### config.mk
export PLATFORM = sky130hd
export DESIGN_NAME = hostBusIface
export DESIGN_NICKNAME = d
export VERILOG_FILES = /design/src/rtl/hostBusPkg.sv /design/src/rtl/hostIfCtrl.sv /design/src/rtl/hostIfData.sv /design/src/rtl/hostBusIface.sv
export SDC_FILE = /design/constraint.sdc
export NUM_CORES = 1
export LEC_CHECK = 0
export ABC_AREA = 1
export CAP_MARGIN = 25
export CORE_MARGIN = 2
export CORE_UTILIZATION = 45
export CTS_CLUSTER_SIZE = 14
export DETAILED_ROUTE_END_ITERATION = 10
export GPL_TIMING_DRIVEN = 0
export PLACE_DENSITY = 0.9
export SLEW_MARGIN = 20
export SYNTH_ARGS = -nofsm -noshare
export SYNTH_HDL_FRONTEND = slang
export SYNTH_HIERARCHICAL = 1
export SYNTH_SLANG_ARGS = --single-unit
### constraint.sdc
create_clock -name clk -period 1.63 [get_ports clk]
set_clock_uncertainty 0.15 [all_clocks]
set_input_delay 0.326 -clock clk [delete_from_list [all_inputs] [get_ports clk]]
set_output_delay 0.326 -clock clk [all_outputs]
set_load 0.005 [all_outputs]
### src/rtl/hostBusPkg.sv
package hostBusPkg;
  localparam int DATA_W = 8;
  localparam int FLAG_W = 4;
  localparam int USER_W = DATA_W - FLAG_W;

  localparam logic [7:0] OP_RD_IN   = 8'h01;
  localparam logic [7:0] OP_LD_OUT  = 8'h02;
  localparam logic [7:0] OP_F0_CLR  = 8'h10;
  localparam logic [7:0] OP_F0_SET  = 8'h11;
  localparam logic [7:0] OP_F1_CLR  = 8'h20;
  localparam logic [7:0] OP_F1_SET  = 8'h21;
  localparam logic [7:0] OP_STS_LD  = 8'h90;

  typedef struct packed {
    logic hostWr;
    logic hostWrCmd;
    logic hostRdData;
    logic intRdIn;
    logic intLdOut;
    logic f0Set;
    logic f0Clr;
    logic f1Set;
    logic f1Clr;
    logic stsLd;
  } hostStrobe_t;
endpackage

### src/rtl/hostIfCtrl.sv
module hostIfCtrl
  import hostBusPkg::*;
#(
  parameter int SYNC_STAGES = 2
) (
  input  logic              clk,
  input  logic              rstN,
  input  logic              csN,
  input  logic              rdN,
  input  logic              wrN,
  input  logic              a0,
  input  logic [DATA_W-1:0] hostDin,
  input  logic              cmdValid,
  input  logic [7:0]        cmdOp,
  output hostStrobe_t       stb,
  output logic [DATA_W-1:0] capData
);
  logic [SYNC_STAGES-1:0] rdPipe, wrPipe;
  logic rdPrev, wrPrev, capCsN, capA0;
  logic rdS, wrS, rdRise, wrRise;

  assign rdS = rdPipe[SYNC_STAGES-1];
  assign wrS = wrPipe[SYNC_STAGES-1];
  assign rdRise = rdS & ~rdPrev;
  assign wrRise = wrS & ~wrPrev;

  always_ff @(posedge clk) begin
    if (!rstN) begin
      rdPipe  <= '1;
      wrPipe  <= '1;
      rdPrev  <= 1'b1;
      wrPrev  <= 1'b1;
      capCsN  <= 1'b1;
      capA0   <= 1'b0;
      capData <= '0;
    end else begin
      rdPipe <= {rdPipe[SYNC_STAGES-2:0], rdN};
      wrPipe <= {wrPipe[SYNC_STAGES-2:0], wrN};
      rdPrev <= rdS;
      wrPrev <= wrS;
      if (!rdN || !wrN) begin
        capCsN <= csN;
        capA0  <= a0;
        if (!wrN) capData <= hostDin;
      end
    end
  end

  always_comb begin
    stb = '0;
    stb.hostWr     = wrRise & ~capCsN;
    stb.hostWrCmd  = capA0;
    stb.hostRdData = rdRise & ~capCsN & ~capA0;
    if (cmdValid) begin
      unique case (cmdOp)
        OP_RD_IN:  stb.intRdIn  = 1'b1;
        OP_LD_OUT: stb.intLdOut = 1'b1;
        OP_F0_CLR: stb.f0Clr    = 1'b1;
        OP_F0_SET: stb.f0Set    = 1'b1;
        OP_F1_CLR: stb.f1Clr    = 1'b1;
        OP_F1_SET: stb.f1Set    = 1'b1;
        OP_STS_LD: stb.stsLd    = 1'b1;
        default: ;
      endcase
    end
  end

  // a host event is only raised once the raw strobe has gone back high
  a_r4_wr_after_release: assert property (@(posedge clk) disable iff (!rstN)
    stb.hostWr |-> wrN);
  a_r4_rd_after_release: assert property (@(posedge clk) disable iff (!rstN)
    stb.hostRdData |-> rdN);
endmodule

### src/rtl/hostIfData.sv
module hostIfData
  import hostBusPkg::*;
(
  input  logic              clk,
  input  logic              rstN,
  input  hostStrobe_t       stb,
  input  logic [DATA_W-1:0] capData,
  input  logic [DATA_W-1:0] cmdData,
  input  logic              a0,
  output logic [DATA_W-1:0] hostDout,
  output logic [DATA_W-1:0] intDout,
  output logic [DATA_W-1:0] stsOut
);
  logic [DATA_W-1:0] inBuf, outBuf;
  logic [USER_W-1:0] userNib;
  logic outFull, inFull, f0, f1;

  always_ff @(posedge clk) begin
    if (!rstN) begin
      inBuf   <= '0;
      outBuf  <= '0;
      userNib <= '0;
      outFull <= 1'b0;
      inFull  <= 1'b0;
      f0      <= 1'b0;
      f1      <= 1'b0;
    end else begin
      if (stb.hostWr) inBuf <= capData;
      if (stb.intLdOut) outBuf <= cmdData;
      if (stb.stsLd) userNib <= cmdData[DATA_W-1:FLAG_W];
      // host write wins over an internal read in the same cycle
      if (stb.hostWr) inFull <= 1'b1;
      else if (stb.intRdIn) inFull <= 1'b0;
      // a fresh internal load wins over a host read in the same cycle
      if (stb.intLdOut) outFull <= 1'b1;
      else if (stb.hostRdData) outFull <= 1'b0;
      if (stb.f0Set) f0 <= 1'b1;
      else if (stb.f0Clr) f0 <= 1'b0;
      if (stb.hostWr) f1 <= stb.hostWrCmd;
      else if (stb.f1Set) f1 <= 1'b1;
      else if (stb.f1Clr) f1 <= 1'b0;
    end
  end

  assign stsOut   = {userNib, f1, f0, inFull, outFull};
  assign intDout  = inBuf;
  assign hostDout = a0 ? stsOut : outBuf;

  a_r2_in_full_set: assert property (@(posedge clk) disable iff (!rstN)
    stb.hostWr |=> inFull);
  a_r5_out_full_clr: assert property (@(posedge clk) disable iff (!rstN)
    (stb.hostRdData && !stb.intLdOut) |=> !outFull);
  a_r8_out_full_set: assert property (@(posedge clk) disable iff (!rstN)
    stb.intLdOut |=> outFull);
  a_r10_low_kept: assert property (@(posedge clk) disable iff (!rstN)
    (stb.stsLd && !stb.hostWr && !stb.hostRdData)
      |=> stsOut[FLAG_W-1:0] == $past(stsOut[FLAG_W-1:0]));
endmodule

### src/rtl/hostBusIface.sv
module hostBusIface
  import hostBusPkg::*;
#(
  parameter int SYNC_STAGES = 2
) (
  input  logic              clk,
  input  logic              rstN,
  input  logic              csN,
  input  logic              rdN,
  input  logic              wrN,
  input  logic              a0,
  input  logic [DATA_W-1:0] hostDin,
  output logic [DATA_W-1:0] hostDout,
  input  logic              cmdValid,
  input  logic [7:0]        cmdOp,
  input  logic [DATA_W-1:0] cmdData,
  output logic [DATA_W-1:0] intDout,
  output logic [DATA_W-1:0] stsOut
);
  hostStrobe_t       stb;
  logic [DATA_W-1:0] capData;

  hostIfCtrl #(.SYNC_STAGES(SYNC_STAGES)) uCtrl (
    .clk(clk), .rstN(rstN), .csN(csN), .rdN(rdN), .wrN(wrN), .a0(a0),
    .hostDin(hostDin), .cmdValid(cmdValid), .cmdOp(cmdOp),
    .stb(stb), .capData(capData)
  );

  hostIfData uData (
    .clk(clk), .rstN(rstN), .stb(stb), .capData(capData), .cmdData(cmdData),
    .a0(a0), .hostDout(hostDout), .intDout(intDout), .stsOut(stsOut)
  );
endmodule

==> results of run 1 <==
-- per-stage QoR --
step           setup WS [ps]  cells  power, uW  hold WS [ps]  utilization
6_report                29.3    343       1990           213        0.680
3_5_place_dp            -722    329       1230           249        0.629
2_1_floorplan            212    227       1120           235            -
3_3_place_gp            -716    329       1230           238        0.629
5_1_grt                -12.1    343       2080           200        0.680
4_1_cts                 10.3    342       2010           194        0.670
-- state kept, by name, summed over array words and instances (netlist names), 2 cells and up --
register and cells:
uCtrl/wrPipe 2, uData/userNib 4, uCtrl/rdPipe 2, uData/outBuf 8, uData/intDout 8, uCtrl/capData 8
-- power groups by stage --
stage | registers [uW] | logic, uW | clock network [uW]
after CTS | 1020 | 194 | 802
final | 1020 | 194 | 779
after detailed placement | 1040 | 193 | 0
after floorplan | 1040 | 79.2 | 0
after global routing | 1020 | 214 | 841
after global placement | 1040 | 187 | 0
-- per-layer routing --
layer	global-route usage	vias to the layer above	routed length (um)
met1	0.227	752	1680
met2	0.358	57	2030
li1	-	834	-
met4	0.0745	0	0
met5	0	-	0
met3	0.0556	0	282
-- layout make-up --
type / instances / area share
Tap cell: 48 / 0.0245
Inverter: 25 / 0.0403
Clock inverter: 2 / 0.0143
Timing Repair Buffer: 60 / 0.240
Clock buffer: 6 / 0.0296
Buffer: 11 / 0.0413
Multi-Input combinational cell: 151 / 0.279
Sequential cell: 40 / 0.332
-- tightest hold or removal path: cells and delay by family --
family / cells / cell delay (ps)
buf+inv: 1 / 150
simple gates: 1 / 80
compound gates: 1 / 40
-- worst max-delay path by stage --
stage | slack (ps) | cells past startpoint | start | to
global placement | -720 | 5 | a0 | hostDout[7]
detailed placement | -720 | 5 | a0 | hostDout[7]
CTS | 10 | 1 | uData/userNib[3] | stsOut[7]
global route | -10 | 8 | cmdOp[4] | uData/userNib[1]
floorplan | 210 | 6 | cmdOp[7] | uData/outBuf[7]
finish | 30 | 1 | uData/userNib[1] | stsOut[5]
-- kinds of logic (layout without fill, tap and decap cells) --
| group | after synthesis | after routing | share of synthesized area |
|---|---|---|---|
| flops | 40 | 40 | 0.480 |
| simple gates | 111 | 111 | 0.275 |
| compound gates | 40 | 40 | 0.125 |
| buf+inv | 36 | 104 | 0.120 |
-- synthesized netlist by cell type, drive strengths merged --
cell type,n,share of area
or2,3,0.011
a21oi,5,0.020
inv,25,0.059
o21ai,35,0.11
nand3b,1,0.0045
dfxtp,40,0.48
nor3,1,0.0030
buf,11,0.061
nor3b,1,0.0045
nand3,8,0.032
nor2,76,0.17
nand2,21,0.047
-- what timing repair did --
action	CTS	global route
setup buffers	5	1
gates resized for setup	33	13
endpoints found under the setup margin	31	23
pin swaps	1	0
==> out/metrics.cfg, run 1 <==
[final_layout]
final_net_count=325
num_antenna_cells=0
fin_area_um2=2450
syn_to_final_growth_pct=47.1
fillers=322
regArea_um2=813
final_common_cell=nor2_1
layout_common_cells=nor2_1, clkdlybuf4s50_1, o21ai_0
multi_input_area_um2=683
drive_gt1_frac=0.163

[setup_path]
reg2reg_depth=5
r2r_start=uCtrl/capCsN
crit_chain=clkdlybuf4s50_1
worst-r2r-setup-slack_ps=390
worst_path_dominant_cell_family=buffers and inverters
arrival_ps=1120
worstReg2RegEnd=uData/intDout[6]
path_buf_inv=1
cpMaxStageDelayCell=clkdlybuf4s50_1
cp-end-kind=output port
critPathMaxStageDelay_ps=490
worstPathMaxFanout=3
start_kind=flip-flop
worstSetupPathType=flip-flop to output port
critPathRequiredTime_ps=1150

[clock_tree]
cts_max_level=2
clock_path_buffers=2
tritoncts=done
cts_buffers=5
ctsRootBufferMaster=clkbuf_8
path_clk_slew_ps=70
clock-sinks=40
ctsHoldBuffers=0
clk_latency_ps=280

[drt]
ant_nets=0
wl_per_cell_um=11.7
dr.pass1.iters=5
first_iter_violations=93
route.vias.total=1643
drt-total-wl_mm=4.00
drc=0
vias_per_cell=4.79

[sta]
rsz0062_at_grt=yes
fin_crit_sh=0.982
worst_pin_slew_ps=382
tns_ps=0
timing.fmax_mhz=625
drv_slew=0
maxSlewHeadroom=0.745
min_period_ps=1600
setup_viol=0
hold_viol=0

[hold_path]
hold_path_class=input pin to flip-flop
min_to=uCtrl/capA0
holdPathStages=3
hp-start=a0

[die]
die_y_um=64.9
rows=22
core_um2=3610
die_area_um2=4210
ioPinCount=55
initial_core_util=0.462
fp.dieW_um=64.9

[logic_synthesis]
yosysWarnings=6
synth.net_count=258
syn_area_um2=1670
ys_seq_elements=40
ys_types=19
yosysSeqAreaShare=0.480
synth.avg_cell_area_um2=7.34
synth_cells=227

[placed_design]
placed_cell_area_um2=2270
hpwlAfterDp_mm=2.80
routabilityCongestion=0.792
port-buffer-count=54

[power]
power.density_nw_per_um2=812
power.share.combinational=0.097
sw_frac_of_total=0.213
peakVddDrop_uv=658
p_sw_uw=423
leakage_uw=0.00120
seqPwrFrac=0.511
clkPwrFrac=0.391
intPower_uw=1570

[global_routing]
grt_max_degree=13
grt_pass1_vias=1600
grt_util_all_layers=0.201
overflow=0
grt_pass1_wl_mm=6.67
antenna_found_initial=0

[run]
cap_viol_max_count=0

[run_status]
outcome=finished clean

No activity file was read; power rests on OpenSTA's default activity.
==> inputs of run 2 (changes only) <==
--- a/config.mk
+++ b/config.mk
@@ -9,6 +9,7 @@
 export CAP_MARGIN = 25
 export CORE_MARGIN = 2
 export CORE_UTILIZATION = 45
+export CTS_CLUSTER_DIAMETER = 40
 export CTS_CLUSTER_SIZE = 14
 export DETAILED_ROUTE_END_ITERATION = 10
 export GPL_TIMING_DRIVEN = 0
==> results of run 2 <==
No change in the layout: final DEF, timing and power equal those of run 1.
